[config.mk]
export PLATFORM = sky130hd
export DESIGN_NAME = can_rx_msg_fifo
export DESIGN_NICKNAME = d
export VERILOG_FILES = /design/src/rtl/can_rxf_pkg.sv /design/src/rtl/rxf_store.sv /design/src/rtl/rxf_wr_ctrl.sv /design/src/rtl/rxf_occupancy.sv /design/src/rtl/can_rx_msg_fifo.sv
export SDC_FILE = /design/constraint.sdc
export NUM_CORES = 1
export LEC_CHECK = 0
export BUFFER_PORTS_ARGS = -buffer_cell sky130_fd_sc_hd__clkbuf_2
export CORE_MARGIN = 3
export CORE_UTILIZATION = 57
export CTS_BUF_LIST = sky130_fd_sc_hd__clkbuf_4
export DETAILED_ROUTE_END_ITERATION = 16
export PLACE_DENSITY_LB_ADDON = 0.2
export SLEW_MARGIN = 20
export SYNTH_ARGS = -nofsm -noshare
export SYNTH_HDL_FRONTEND = slang
export SYNTH_HIERARCHICAL = 1
export SYNTH_SLANG_ARGS = --single-unit
[constraint.sdc]
create_clock -name clk -period 12.54 [get_ports clk]
set_clock_uncertainty 0.1 [all_clocks]
set_input_delay 0 -clock clk [delete_from_list [all_inputs] [get_ports clk]]
set_output_delay 0 -clock clk [all_outputs]
set_load 0.02 [all_outputs]
[src/rtl/can_rxf_pkg.sv]
`timescale 1ns/1ps
package can_rxf_pkg;
  localparam int INFO_EXT_BIT = 7;
  localparam int INFO_RTR_BIT = 6;
  localparam int DATA_MAX     = 8;

  // Stored bytes of one message, decoded from its info byte.
  function automatic logic [3:0] msg_len(input logic [7:0] info);
    logic [3:0] dat;
    logic [3:0] hdr;
    dat = (info[3:0] > 4'(DATA_MAX)) ? 4'(DATA_MAX) : info[3:0];
    if (info[INFO_RTR_BIT]) dat = 4'd0;
    hdr = info[INFO_EXT_BIT] ? 4'd5 : 4'd3;
    return hdr + dat;
  endfunction
endpackage

[src/rtl/rxf_store.sv]
`timescale 1ns/1ps
module rxf_store #(
  parameter int DEPTH = 64,
  localparam int AW = $clog2(DEPTH)
) (
  input  logic          clk,
  input  logic          we,
  input  logic [AW-1:0] waddr,
  input  logic [7:0]    wdata,
  input  logic [AW-1:0] win_addr,
  output logic [7:0]    win_data,
  input  logic [AW-1:0] head_addr,
  output logic [7:0]    head_data
);
  logic [7:0] mem [DEPTH];

  always_ff @(posedge clk) begin
    if (we) mem[waddr] <= wdata;
  end

  assign win_data  = mem[win_addr];
  assign head_data = mem[head_addr];
endmodule

[src/rtl/rxf_wr_ctrl.sv]
`timescale 1ns/1ps
module rxf_wr_ctrl
  import can_rxf_pkg::*;
#(
  parameter int DEPTH = 64,
  localparam int AW = $clog2(DEPTH),
  localparam int UW = $clog2(DEPTH + 1)
) (
  input  logic          clk,
  input  logic          rst_n,
  input  logic          wr_valid,
  input  logic [7:0]    wr_byte,
  input  logic          wr_accept,
  input  logic          wr_reject,
  input  logic [AW-1:0] base,
  input  logic [UW-1:0] used,
  output logic          mem_we,
  output logic [AW-1:0] mem_waddr,
  output logic [7:0]    mem_wdata,
  output logic          commit_evt,
  output logic          drop_evt,
  output logic          reject_evt,
  output logic [3:0]    commit_len
);
  logic       in_frame, dropping;
  logic [3:0] wcnt, need;
  logic       start, fits;
  logic [3:0] new_len;
  logic [UW-1:0] free_bytes;

  assign new_len    = msg_len(wr_byte);
  assign free_bytes = UW'(DEPTH) - used;
  assign fits       = free_bytes >= UW'(new_len);
  assign start      = wr_valid && !in_frame;

  assign mem_we    = wr_valid && (start ? fits : (!dropping && wcnt < need));
  assign mem_waddr = start ? base : base + AW'(wcnt);
  assign mem_wdata = wr_byte;

  assign commit_evt = in_frame && wr_accept && !dropping;
  assign drop_evt   = in_frame && wr_accept && dropping;
  assign reject_evt = in_frame && wr_reject && !wr_accept;
  assign commit_len = need;

  always_ff @(posedge clk or negedge rst_n) begin
    if (!rst_n) begin
      in_frame <= 1'b0;
      dropping <= 1'b0;
      wcnt     <= '0;
      need     <= '0;
    end else if (start) begin
      in_frame <= 1'b1;
      dropping <= !fits;
      need     <= new_len;
      wcnt     <= 4'd1;
    end else if (in_frame) begin
      if (wr_valid && wcnt < need) wcnt <= wcnt + 4'd1;
      if (wr_accept || wr_reject) in_frame <= 1'b0;
    end
  end
endmodule

[src/rtl/rxf_occupancy.sv]
`timescale 1ns/1ps
module rxf_occupancy
  import can_rxf_pkg::*;
#(
  parameter int DEPTH = 64,
  localparam int AW = $clog2(DEPTH),
  localparam int UW = $clog2(DEPTH + 1),
  localparam int CW = $clog2(DEPTH / 3 + 1)
) (
  input  logic          clk,
  input  logic          rst_n,
  input  logic          commit_evt,
  input  logic [3:0]    commit_len,
  input  logic          rel_req,
  input  logic [7:0]    head_info,
  output logic          release_evt,
  output logic [AW-1:0] rptr,
  output logic [UW-1:0] used,
  output logic [CW-1:0] count
);
  logic [3:0]    rel_len;
  logic [UW-1:0] used_n;
  logic [CW-1:0] count_n;

  assign release_evt = rel_req && (count != '0);
  assign rel_len     = msg_len(head_info);

  always_comb begin
    used_n  = used;
    count_n = count;
    if (commit_evt) begin
      used_n  = used_n + UW'(commit_len);
      count_n = count_n + CW'(1);
    end
    if (release_evt) begin
      used_n  = used_n - UW'(rel_len);
      count_n = count_n - CW'(1);
    end
  end

  always_ff @(posedge clk or negedge rst_n) begin
    if (!rst_n) begin
      rptr  <= '0;
      used  <= '0;
      count <= '0;
    end else begin
      used  <= used_n;
      count <= count_n;
      if (release_evt) rptr <= rptr + AW'(rel_len);
    end
  end
endmodule

[src/rtl/can_rx_msg_fifo.sv]
`timescale 1ns/1ps
module can_rx_msg_fifo #(
  parameter int DEPTH = 64,
  parameter int WIN   = 13,
  localparam int AW  = $clog2(DEPTH),
  localparam int UW  = $clog2(DEPTH + 1),
  localparam int CW  = $clog2(DEPTH / 3 + 1),
  localparam int WAW = $clog2(WIN)
) (
  input  logic           clk,
  input  logic           rst_n,
  input  logic           wr_valid,
  input  logic [7:0]     wr_byte,
  input  logic           wr_accept,
  input  logic           wr_reject,
  input  logic [WAW-1:0] rd_addr,
  output logic [7:0]     rd_data,
  input  logic           rel,
  input  logic           clr_ovr,
  output logic [CW-1:0]  msg_count,
  output logic           data_avail,
  output logic           overrun
);
  logic          mem_we;
  logic [AW-1:0] mem_waddr;
  logic [7:0]    mem_wdata;
  logic          commit_evt, drop_evt, reject_evt, release_evt;
  logic [3:0]    commit_len;
  logic [AW-1:0] rptr, base, win_addr;
  logic [UW-1:0] used;
  logic [CW-1:0] count;
  logic [7:0]    win_byte, head_info;

  // Next free byte: read pointer plus occupancy, wrapping around the ring.
  assign base     = rptr + AW'(used);
  assign win_addr = rptr + AW'(rd_addr);

  rxf_wr_ctrl #(.DEPTH(DEPTH)) u_wr (
    .clk, .rst_n, .wr_valid, .wr_byte, .wr_accept, .wr_reject,
    .base, .used, .mem_we, .mem_waddr, .mem_wdata,
    .commit_evt, .drop_evt, .reject_evt, .commit_len
  );

  rxf_occupancy #(.DEPTH(DEPTH)) u_occ (
    .clk, .rst_n, .commit_evt, .commit_len, .rel_req(rel),
    .head_info, .release_evt, .rptr, .used, .count
  );

  rxf_store #(.DEPTH(DEPTH)) u_mem (
    .clk, .we(mem_we), .waddr(mem_waddr), .wdata(mem_wdata),
    .win_addr, .win_data(win_byte), .head_addr(rptr), .head_data(head_info)
  );

  always_ff @(posedge clk or negedge rst_n) begin
    if (!rst_n)        overrun <= 1'b0;
    else if (drop_evt) overrun <= 1'b1;
    else if (clr_ovr)  overrun <= 1'b0;
  end

  assign rd_data    = (int'(rd_addr) < WIN) ? win_byte : 8'h00;
  assign msg_count  = count;
  assign data_avail = (count != '0);
endmodule

# [After elaboration in Yosys (flattened, before gate mapping)]
# Memories as Yosys holds them, arrays and structs flattened.
# Index checks and enable logic that the tools add are counted.
[word_totals] reg_bits=29 latch_bits=0 mem_bits_rw=512 mem_bits_ro=0 input_bits=19 output_inout_bits=15 elab_cells=66 memories=1
[memory_table] name="u_mem.mem" words=64 word_bits=8 read_ports=2 rd_ports_with_merged_regs=0 write_ports=1 line_no="rxf_store.sv:15" text="logic [7:0] mem [DEPTH];"
[op_classes] addsub=12 multipliers=0 div_mod_pow=0 magnitude_cmp=5 n_eq_ne=0 n_shift=0 muxes=23 bitwise_logic=0 n_reduce_logical=17
[ops] operator="two-way mux 4 bit" count=7
[ops] operator="adder 6 x 4 -> 6 bit" count=3
[ops] operator="two-way mux 7 bit" count=2
[ops] operator="two-way mux 5 bit" count=2
[ops] operator="adder 4 bit" count=2
[ops] operator="> comparator 4 bit, second input constant" count=2
[ops] operator="logical AND 1 bit" count=8
[ops] operator="two-way mux 1 bit" count=8
[ops] operator="two-way mux 8 bit" count=1
[ops] operator="adder 7 x 4 -> 7 bit" count=1
[ops] operator="greater-or-equal comparator 7 x 4 -> 1 bit" count=1
[ops] operator="subtractor 7 x 4 -> 7 bit" count=1
[ops] operator="subtractor 7 bit, first input constant" count=1
[ops] operator="adder 6 bit" count=1
[ops] operator="two-way mux 3 bit" count=2
[ops] operator="two-way mux 6 bit" count=1
[ops] operator="nonzero test 2 bit" count=3
[ops] operator="adder 5 x 1 -> 5 bit, second input constant" count=1
[ops] operator="nonzero test 5 bit" count=1
[ops] operator="subtractor 5 x 1 -> 5 bit, second input constant" count=1
[ops] operator="adder 4 x 1 -> 4 bit, second input constant" count=1
[ops] operator="less-than comparator 4 bit" count=1
[ops] operator="less-than comparator 4 bit, second input constant" count=1
[ops] operator="zero test 1 bit" count=3
[ops] operator="2 further kinds" count=2

# [Depth between registers and ports, before layout]
[logic_depth] depth_word=9 depth_mapped=21 ltp_nobuf=18

# [By module]
# Netlist, hierarchy kept.
[modules_own_cells] mod="rxf_store" n_inst=1 cells_each=1195 area_each_um2=23954.2 seq_area_each_um2=15374.7
[modules_own_cells] mod="rxf_occupancy" n_inst=1 cells_each=140 area_each_um2=1455.1 seq_area_each_um2=450.4
[modules_own_cells] mod="rxf_wr_ctrl" n_inst=1 cells_each=141 area_each_um2=1163.6 seq_area_each_um2=250.2
[modules_own_cells] mod="can_rx_msg_fifo" n_inst=1 cells_each=56 area_each_um2=461.7 seq_area_each_um2=25.0

# [Worst setup path before layout]
# Ideal clock, no wire load.
[synth_path] path_kind="register to register" startpoint="reg u_occ.rptr[1]" endpoint="reg u_occ.used[6]" setup_ns=0.080 arrival_time_ns=4.238 required_time_ns=12.360 path_slack_ns=8.122 path_stages_with_launch=20 path_buffers=2 synth_period_minus_slack_ns=4.418 cell_sequence="dfrtp_1 -> buf_2 -> buf_1 -> mux4_2 -> mux4_2 -> o211ai_1 -> nand2_1 -> nor2_1 -> nand2_1 -> inv_1 -> ha_1 -> a31o_2 -> a21o_1 -> xor2_1 -> inv_1 -> ha_1 -> o21ai_0 -> nand3b_1 -> nor3_1 -> xnor2_1"
[synth_between] word_cells_on_any_way=8 classes_between="2 x add/sub; 1 x order compare; 4 x mux; 1 x memory"
[synth_rtl] item="start, declared" line_no="rxf_occupancy.sv:17" text="output logic [AW-1:0] rptr,"
[synth_rtl] item="start signal, assigned" line_no="rxf_occupancy.sv:49" text="if (release_evt) rptr <= rptr + AW'(rel_len);"
[synth_rtl] item="memory (64 x 8 bit)"
[synth_rtl] item="via head_info[6]" line_no="can_rx_msg_fifo.sv:32" text="logic [7:0] win_byte, head_info;"
[synth_rtl] item="two-way mux 4 bit" line_no="can_rxf_pkg.sv:12" text="if (info[INFO_RTR_BIT]) dat = 4'd0;"
[synth_rtl] item="adder 4 bit" line_no="can_rxf_pkg.sv:14" text="return hdr + dat;"
[synth_rtl] item="subtractor 7 x 4 -> 7 bit" line_no="rxf_occupancy.sv:36" text="used_n = used_n - UW'(rel_len);"
[synth_rtl] item="two-way mux 7 bit" line_no="rxf_occupancy.sv:35" text="if (release_evt) begin"
[synth_rtl] item="via u_occ.used_n[6]" line_no="rxf_occupancy.sv:22" text="logic [UW-1:0] used_n;"
[synth_rtl] item="end signal, assigned" line_no="rxf_occupancy.sv:47" text="used <= used_n;"
[synth_rtl] item="end, declared" line_no="rxf_occupancy.sv:18" text="output logic [UW-1:0] used,"
# The timed path passes the listed nets, and every way through them passes these cells.
# A chain may end at the register's enable or synchronous reset.

# [Final worst setup path]
[layout_path] startpoint="reg u_occ.rptr[1]" endpoint="out rd_data[7]"
[layout_between] elab_chain_cells=3
[layout_rtl] item="adder 6 x 4 -> 6 bit" line_no="can_rx_msg_fifo.sv:36" text="assign win_addr = rptr + AW'(rd_addr);"
[layout_rtl] item="via win_addr[1]" line_no="can_rx_msg_fifo.sv:29" text="logic [AW-1:0] rptr, base, win_addr;"
[layout_rtl] item="memory (64 x 8 bit)"
[layout_rtl] item="via win_byte[7]" line_no="can_rx_msg_fifo.sv:32"
[layout_rtl] item="two-way mux 8 bit" line_no="can_rx_msg_fifo.sv:60" text="assign rd_data = (int'(rd_addr) < WIN) ? win_byte : 8'h00;"
[layout_rtl] item="end, declared" line_no="can_rx_msg_fifo.sv:17" text="output logic [7:0] rd_data,"
# The timed path passes the listed nets, and every way through them passes these cells.

==> results.yml <==
placement:
  dp_hpwl_um: 39900
  port-buffer-count: 33
  place_congestion: 0.880
drt:
  via_per_inst: 6.58
  totalWireLength_um: 64300
  dr.pass1.iters: 5
  drc: 0
  wl_per_cell_um: 28.1
  vias: 15000
  postRouteAntennaNets: 0
  drtIter0Drc: 1674
worst_setup_path:
  worstPathCellList: "inv_1 > fa_1 > inv_6 > buf_4 > buf_4 > nor2b_1 > a211oi_1 > a2111oi_0 > a311o_1 > and2_1 > clkbuf_2"
  crit_top_cell: "buf_4"
  crit_path_max_incr_delay_ns: 1.01
  worst_setup_path_start_kind: "flip-flop"
  crit_type: "flip-flop to output pin"
  cp.required_ns: 12.44
  worstPathArrival_ns: 6.18
  cp-end-kind: "output pin"
  crit_fanout: 50
  crit_slowest_cell: "dfrtp_4"
floorplanning:
  rows: 77
  core_area_sq_mm: 0.0447
  start_util_pct: 58.3
  die_w_um: 220
  die_y_um: 220
  io_pins: 34
  dieArea_sq_mm: 0.0484
synthesis:
  syn_area_sq_mm: 0.0261
  avgSynthCellArea_sq_um: 17.8
  syn_nets: 1533
  synthesis.instances: 1466
  synth-warning-count: 6
sta:
  timing.final.crit_share_pct: 50.1
  finalSetupTns_ns: 0
  setup_violations: 0
  clock.fmax_mhz: 159
  slew_headroom_pct: 27.8
  finalHoldViolCount: 0
  min_period_ns: 6.28
  slew_violations: 0
  worst_pin_slew_ns: 1.08
  rsz0062_at_grt: "no"
clock_network:
  clock_latency_ns: 0.95
  cts_max_path_buffers: 3
  ctsHoldBuffers: 25
  cts_root_buf: "clkbuf_4"
  clk_pin_slew_ns: 0.06
  cts_tree: "yes"
  htreeDepth: 4
  cts_buffers: 141
  post_cts_buffers: 0
  post_cts_resized: 0
  clock_sinks: 541
flow_run:
  maxCapViolations: 0
final_layout:
  num-nets-final: 1652
  area_growth_pct: 10.4
  drive_gt1_share_pct: 32.4
global_route:
  grt_pass1_wl_um: 97400
  grt.total_usage_pct: 28.0
  grt-ovfl-total: 0
  grt_max_degree: 68
  antenna_found_initial: 4
  first_global_vias: 15500
min_path:
  hold_path.class: "input pin to flip-flop"
outcome:
  status: "finished clean"
-- area by class of cell --
| class | instances | area (sq um) |
|---|---|---|
| Sequential cell | 541 | 16100 |
| Fill cell | 3143 | 15900 |
| Multi-Input combinational cell | 786 | 9330 |
| Clock buffer | 203 | 1520 |
| Tap cell | 592 | 741 |
| Timing Repair Buffer | 83 | 613 |
| Clock inverter | 44 | 335 |
| Inverter | 32 | 125 |
| Antenna cell | 4 | 10.0 |
-- worst paths after layout --
kind | slack [ns] | startpoint | end | depth (start not counted)
setup / recovery | 6.26 | u_occ/rptr[1]$_DFFE_PN0P_ | rd_data[7] | 11
hold / removal | 0.15 | wr_byte[4] | u_mem/mem[48][4]$_DFFE_PP_ | 3
setup reg to reg | 6.81 | u_occ/rptr[1]$_DFFE_PN0P_ | u_occ/used[6]$_DFF_PN0_ | 19
hold reg to reg | 0.45 | u_wr/dropping$_DFFE_PN0P_ | u_wr/dropping$_DFFE_PN0P_ | 2
max in group asynchronous | 11.60 | rst_n | u_occ/rptr[0]$_DFFE_PN0P_ | 5
min in group asynchronous | 0.55 | rst_n | u_occ/count[3]$_DFF_PN0_ | 5
-- layer usage --
| layer | vias to the layer above | GRT usage (%) | share of wire, % |
|---|---|---|---|
| met5 | - | 0 | 0.040 |
| met4 | 4 | 12.3 | 3.3 |
| met3 | 143 | 7.12 | 9.1 |
| met2 | 763 | 44.2 | 49 |
| met1 | 7754 | 37.5 | 39 |
| li1 | 6361 | - | - |
-- flip-flops by register name (all words and copies together), names as in the netlist --
signal and flops:
u_occ/count 5, u_wr/in_frame 1, u_wr/dropping 1, u_wr/commit_len 4
u_wr/wcnt 4, u_occ/used 7, overrun 1, u_mem/mem 512
u_occ/rptr 6
-- critical path: cells and delay by family, from the launching register on --
family | cells | cell delay (ns)
buffers and inverters | 5 | 2.08
AOI/OAI and AO/OA | 3 | 1.27
DFF | 1 | 1.01
adders and majority gates | 1 | 0.55
and+or+nand+nor | 2 | 0.29
-- through the flow --
stage | area [sq um] | utilization (%) | worst slack [ns] | std cells | hold WS [ns]
CTS | 28800 | 64.4 | 6.08 | 2281 | 0.0886
detailed placement | 26600 | 59.6 | 6.88 | 2009 | 0.0174
global route | 28800 | 64.4 | 5.79 | 2285 | 0.133
global placement | 26600 | 59.6 | 6.92 | 2009 | 0.0126
floorplan | 26100 | - | 8.12 | 1466 | -0.396
finish | 28800 | 64.4 | 6.26 | 2285 | 0.150
-- cells in the final DEF (no fill, tap or decap), types with 21 or more instances in the layout --
master / instances
nand2_1: 51
clkbuf_4: 203
clkbuf_2: 33
dlygate4sd3_1: 24
mux2i_1: 66
clkinv_1: 26
buf_4: 25
nor2_1: 89
inv_1: 29
edfxtp_1: 512
a21oi_1: 21
ha_1: 40
nand3_1: 23
o21ai_0: 29
mux4_2: 238
dfrtp_1: 26
Power is left out: the tool's default activity adds up to more than one toggle a clock period on the data nets, which glitch-free logic cannot reach.
